## src/rtl/fa_nmru_pkg.sv

```systemverilog
package fa_nmru_pkg;

    // Per-cycle action of the victim pointer.
    typedef enum logic [1:0] {
        PTR_HOLD      = 2'b00,
        PTR_STEP_HIT  = 2'b01,
        PTR_STEP_FILL = 2'b10,
        PTR_STEP_BOTH = 2'b11
    } ptr_act_e;

endpackage

```

## src/rtl/fa_tag_store.sv

```systemverilog
module fa_tag_store #(
    parameter int ENTRIES = 64,
    parameter int TAG_W   = 20,
    localparam int IDX_W  = $clog2(ENTRIES)
) (
    input  logic                            clk,
    input  logic                            rst_n,
    input  logic                            wr_en,
    input  logic [IDX_W-1:0]                wr_idx,
    input  logic [TAG_W-1:0]                wr_tag,
    output logic [ENTRIES-1:0]              valid,
    output logic [ENTRIES-1:0][TAG_W-1:0]   tags
);

    logic [ENTRIES-1:0]            valid_q;
    logic [ENTRIES-1:0][TAG_W-1:0] tag_q;

    for (genvar e = 0; e < ENTRIES; e++) begin : g_entry
        logic sel;
        assign sel = wr_en && (wr_idx == IDX_W'(e));

        always_ff @(posedge clk) begin
            if (!rst_n) begin
                valid_q[e] <= 1'b0;
            end else if (sel) begin
                valid_q[e] <= 1'b1;
            end
        end

        always_ff @(posedge clk) begin
            if (sel) begin
                tag_q[e] <= wr_tag;
            end
        end
    end

    assign valid = valid_q;
    assign tags  = tag_q;

endmodule

```

## src/rtl/fa_tag_match.sv

```systemverilog
module fa_tag_match #(
    parameter int ENTRIES = 64,
    parameter int TAG_W   = 20,
    localparam int IDX_W  = $clog2(ENTRIES)
) (
    input  logic                            req,
    input  logic [TAG_W-1:0]                key,
    input  logic [ENTRIES-1:0]              valid,
    input  logic [ENTRIES-1:0][TAG_W-1:0]   tags,
    output logic [ENTRIES-1:0]              match,
    output logic                            any,
    output logic [IDX_W-1:0]                first
);

    // One comparator per entry, all in parallel.
    for (genvar e = 0; e < ENTRIES; e++) begin : g_cmp
        assign match[e] = req && valid[e] && (tags[e] == key);
    end

    assign any = |match;

    // Lowest-index priority encoder; yields 0 when nothing matches.
    always_comb begin
        first = '0;
        for (int i = ENTRIES - 1; i >= 0; i--) begin
            if (match[i]) begin
                first = IDX_W'(i);
            end
        end
    end

endmodule

```

## src/rtl/fa_nmru_ptr.sv

```systemverilog
module fa_nmru_ptr
    import fa_nmru_pkg::*;
#(
    parameter int ENTRIES = 64,
    localparam int IDX_W  = $clog2(ENTRIES)
) (
    input  logic               clk,
    input  logic               rst_n,
    input  logic               touch_hit,
    input  logic               touch_fill,
    output logic [IDX_W-1:0]   ptr
);

    localparam logic [IDX_W-1:0] LAST = IDX_W'(ENTRIES - 1);

    logic [IDX_W-1:0] ptr_q;
    logic [IDX_W-1:0] ptr_d;
    logic [IDX_W-1:0] ptr_inc;
    ptr_act_e         act;

    assign act     = ptr_act_e'({touch_fill, touch_hit});
    assign ptr_inc = (ptr_q == LAST) ? '0 : ptr_q + 1'b1;

    // State register.
    always_ff @(posedge clk) begin
        if (!rst_n) begin
            ptr_q <= '0;
        end else begin
            ptr_q <= ptr_d;
        end
    end

    // Next-state selection: any touch of the named entry is a single step.
    always_comb begin
        unique case (act)
            PTR_HOLD:      ptr_d = ptr_q;
            PTR_STEP_HIT:  ptr_d = ptr_inc;
            PTR_STEP_FILL: ptr_d = ptr_inc;
            PTR_STEP_BOTH: ptr_d = ptr_inc;
            default:       ptr_d = ptr_q;
        endcase
    end

    assign ptr = ptr_q;

endmodule

```

## src/rtl/fa_nmru_tags.sv

```systemverilog
module fa_nmru_tags #(
    parameter int ENTRIES = 64,
    parameter int TAG_W   = 20,
    localparam int IDX_W  = $clog2(ENTRIES)
) (
    input  logic               clk,
    input  logic               rst_n,
    input  logic               lkp_valid,
    input  logic [TAG_W-1:0]   lkp_tag,
    input  logic               alloc_en,
    input  logic [TAG_W-1:0]   alloc_tag,
    output logic               hit,
    output logic [IDX_W-1:0]   hit_idx,
    output logic [IDX_W-1:0]   victim_idx
);

    logic [ENTRIES-1:0]            valid;
    logic [ENTRIES-1:0][TAG_W-1:0] tags;
    logic [ENTRIES-1:0]            match;
    logic [IDX_W-1:0]              ptr;
    logic                          ptr_hit;

    fa_tag_store #(.ENTRIES(ENTRIES), .TAG_W(TAG_W)) u_store (
        .clk    (clk),
        .rst_n  (rst_n),
        .wr_en  (alloc_en),
        .wr_idx (ptr),
        .wr_tag (alloc_tag),
        .valid  (valid),
        .tags   (tags)
    );

    fa_tag_match #(.ENTRIES(ENTRIES), .TAG_W(TAG_W)) u_match (
        .req   (lkp_valid),
        .key   (lkp_tag),
        .valid (valid),
        .tags  (tags),
        .match (match),
        .any   (hit),
        .first (hit_idx)
    );

    // The pointed entry counts as used whenever it matches, even if a
    // lower-numbered duplicate is the one reported.
    assign ptr_hit = match[ptr];

    fa_nmru_ptr #(.ENTRIES(ENTRIES)) u_ptr (
        .clk        (clk),
        .rst_n      (rst_n),
        .touch_hit  (ptr_hit),
        .touch_fill (alloc_en),
        .ptr        (ptr)
    );

    assign victim_idx = ptr;

endmodule

```

## config.mk

```make
export PLATFORM = sky130hd
export DESIGN_NAME = fa_nmru_tags
export DESIGN_NICKNAME = d
export VERILOG_FILES = /design/src/rtl/fa_nmru_pkg.sv /design/src/rtl/fa_tag_store.sv /design/src/rtl/fa_tag_match.sv /design/src/rtl/fa_nmru_ptr.sv /design/src/rtl/fa_nmru_tags.sv
export SDC_FILE = /design/constraint.sdc
export NUM_CORES = 2
export LEC_CHECK = 0
export CAP_MARGIN = 20
export CORE_ASPECT_RATIO = 1.25
export CORE_UTILIZATION = 47
export DETAILED_ROUTE_END_ITERATION = 10
export GPL_ROUTABILITY_DRIVEN = 1
export RECOVER_POWER = 100
export SYNTH_ARGS = -nofsm -noshare
export SYNTH_HDL_FRONTEND = slang
export SYNTH_SLANG_ARGS = --single-unit
```

## constraint.sdc

```tcl
create_clock -name clk -period 11.1 [get_ports clk]
set_input_delay 1.665 -clock clk [delete_from_list [all_inputs] [get_ports clk]]
set_output_delay 1.665 -clock clk [all_outputs]
set_load 0.005 [all_outputs]
```

==> flow_summary_export.csv <==
group,metric,value,unit
yosys,ys_async_sr_fraction,0,%
global_routing,grt_usage,28.5,%
outcome,violations,"max-capacitance violations, max-slew violations",
die,die_w,315,um
clocking,numCtsBuffers,134,
die,rows,143,
global_routing,grt-ovfl-total,0,
setup_path,cp_data_required_time,9.44,ns
clocking,clkLatencyLatePin,0.76,ns
route,dr.pass1.iters,5,
finish,final_core_util,52.6,%
outcome,status,"complete, but fails checks",
clocking,cts_tree,"built",
global_routing,grt_max_degree,51,
route,via_per_inst,5.83,
clocking,ctsHoldBuffers,0,
route,via_count,32400,
setup_path,ff2ff_setup_slack,6.55,ns
yosys,yosysTopAreaCell,"edfxtp_1",
route,ant_nets,0,
setup_path,critPathBufInv,4,
yosys,synth_enable_flop_cells,1280,
power,ir_drop,0.162,mV
yosys,postSynthCellCount,3690,
place,hpwl,95.3,mm
power,powerDensity,172,nW/um2
clocking,post_cts_resized,0,
global_routing,grt_pass1_vias,31500,
setup_path,slowest_stage,"clkbuf_1",
timing,fin_crit,8.66,ns
place,gp_routability_congestion,0.879,
yosys,yosys_warnings,0,
die,core,121000,um2
yosys,ys_types,56,
route,first_iter_violations,3691,
setup_path,critPathMostFrequentCell,"clkbuf_1",
place,dp.cells,5276,
setup_path,critPathCaptureType,"primary output",
yosys,synth.area.top_cells,"edfxtp_1, xnor2_1, xor2_1",
finish,nNetsFinal,3894,
clocking,clock_path_buffers,3,
route,drc,0,
global_routing,antenna_found_initial,9,
timing,timing.fmax,115,MHz
global_routing,grt_pass1_wl,241,mm
timing,hold_slack,0.463,ns
place,port_buffers,56,
setup_path,max_stage_delay,0.93,ns
yosys,syn-num-nets,3738,
setup_path,start_kind,"primary input",
route,drt_wl_total,175,mm
finish,drive_gt1_share,7.46,%
timing,setup_viol,0,
setup_path,crit_chain,"buf_6, clkbuf_1, clkbuf_1, xor2_1, nor4_1, nand4_1, or4_1, nand2_1, a2111oi_1, o31ai_1, a21oi_1, o22ai_1, dlygate4sd3_1",
clocking,cts_setup_buffers,0,
yosys,syn_area_per_cell,15.6,um2
timing,slew_violations,1644,
route,post_drt_wl_per_cell,31.5,um
timing,finalClockSkew,0.0176,ns
die,die_area,124000,um2
setup_path,crit_family,"buffers and inverters",
job,drv_cap,53,
finish,fillers,10000,
clocking,htree_levels,4,
timing,finalWorstSetupSlack,2.44,ns
yosys,synth.top_cell.area_share,66.9,%
yosys,synth_seq_area_share,69.4,%
timing,relSlewSlack,-191,%
timing,finalCritPeriodShare,78.0,%
finish,fin_cells,5554,
setup_path,worstSetupPathType,"primary input to primary output",
setup_path,cp_max_fo,32,
yosys,mappedNetlistArea,57400,um2
power,power.leakage,20.0,nW
die,die_y,393,um
setup_path,cp.arrival,7.00,ns
yosys,synth-seq-cells,1350,
timing,hold_viol,0,
clocking,clockRootBuffer,"clkbuf_16",
clocking,clock_sinks,1350,
place,dp_slack,3.14,ns
finish,synthToLayoutAreaGrowth,11.1,%
yosys,synthFlopType,"edfxtp_1",
timing,fin_tns_setup,0,ns
die,initial_utilization,47.4,%
worst_hold_path,worstHoldPathType,"flop to flop",
clocking,path_clk_slew,0.06,ns
timing,rsz0062_at_grt,"no",
die,io_pins,57,
timing,worst_pin_slew,4.36,ns
-- synth_stat cells (4+ instances only) --
cell          n
a211oi_1      7
xor2_1      593
o2111ai_1     4
nor2_1      119
and2_1        6
nand4_1     237
nand3_1      21
o21a_1       64
mux2i_1       8
buf_4        41
buf_2        71
o21ai_0      10
buf_6        32
inv_1        17
nor2b_1       8
dfxtp_1      70
nand2_1      57
clkbuf_1     28
edfxtp_1   1280
xnor2_1     692
o31ai_1       4
nor3_1       26
a22oi_1       4
ha_1          4
or2_2         5
nor4_1      170
o22ai_1       4
or4_1        22
or3_1         8
nor4_2        4
a21oi_1      32
o21ai_1       4
-- power breakdown --
group          internal, mW  leakage [nW]  total, mW  switching, mW
Combinational         0.240          5.82      0.880          0.640
Clock                  2.50          2.06       4.41           1.91
Sequential             5.66          12.1       5.70         0.0446
Total                  8.40          20.0       11.0           2.60
-- kinds of logic (layout without fill, tap and decap cells) --
family / after synthesis / count (layout) / synth area share (%)
AOI/OAI and AO/OA: 148 / 148 / 1.76
xor gates and xnor gates: 1285 / 1285 / 19.6
adders and majority gates: 4 / 4 / 0.0871
buffers and inverters: 194 / 460 / 2.13
DFF: 1350 / 1350 / 69.4
muxes: 10 / 10 / 0.198
other: 0 / 3 / 0
and+or+nand+nor: 699 / 699 / 6.88
-- placed cells by master, fill, tap and decap left out, drive strengths merged, types with 14 or more instances in the layout --
| cell | netlist | layout |
|---|---|---|
| nand4 | 237 | 237 |
| inv | 17 | 21 |
| nand3 | 21 | 21 |
| or4 | 25 | 25 |
| clkbuf | 28 | 301 |
| xnor2 | 692 | 692 |
| edfxtp | 1280 | 1280 |
| a21oi | 32 | 32 |
| o21ai | 14 | 14 |
| o21a | 64 | 64 |
| nor2 | 119 | 119 |
| nor4 | 174 | 174 |
| dfxtp | 70 | 70 |
| nand2 | 59 | 59 |
| buf | 148 | 85 |
| clkinv | 1 | 36 |
| nor3 | 26 | 26 |
| xor2 | 593 | 593 |
-- final timing paths --
path	startpoint	endpoint	cells after the start
worst max-delay path	lkp_tag[17]	hit_idx[1]	13
worst min-delay path	u_store.valid[14]$_SDFFE_PN0P_	u_store.valid[14]$_SDFFE_PN0P_	1
worst max register to register	u_ptr.ptr[0]$_SDFFE_PN0P_	u_store.valid[2]$_SDFFE_PN0P_	7
worst min register to register	u_store.valid[14]$_SDFFE_PN0P_	u_store.valid[14]$_SDFFE_PN0P_	1
-- worst register-to-register path, delay by kind of cell (launching register included) --
| kind | cells | cell delay, ns |
|---|---|---|
| adders and majority gates | 1 | 0.47 |
| DFF | 1 | 0.30 |
| AOI/OAI and AO/OA | 1 | 0.33 |
| buffers and inverters | 3 | 2.44 |
| and+or+nand+nor | 2 | 0.91 |
-- layer usage --
layer / GRT usage [%] / share of wire [%]
met1: 38.0 / 40
met2: 46.9 / 49
met3: 4.67 / 7.7
met4: 10.1 / 3.2
met5: 0 / 0.019
-- registers in the layout, indices dropped and copies added, names as in the netlist --
name,cells
u_store.tags,1280
u_store.valid,64
u_ptr.ptr,6
-- stage by stage --
| step | power [mW] | area (um2) |
|---|---|---|
| after floorplan | 6.27 | 57400 |
| after CTS | 11.0 | 64100 |
| after global placement | 6.68 | 59800 |
| final | 11.0 | 63800 |
| after detailed placement | 6.68 | 59900 |
| after global routing | 11.3 | 63800 |
-- cell type report --
| cell class | count | area (um2) | share of cell area [%] |
|---|---|---|---|
| flip-flops and latches | 1350 | 39800 | 62.4 |
| multi-input cells | 2146 | 16400 | 25.7 |
| clock buffers | 204 | 3890 | 6.10 |
| well taps | 1595 | 2000 | 3.13 |
| repair buffers | 196 | 1290 | 2.02 |
| clock inverters | 42 | 327 | 0.512 |
| inverters | 18 | 67.6 | 0.106 |
| diodes | 3 | 7.51 | 0.0118 |
Note: power is estimated with default switching activity, not from simulation.
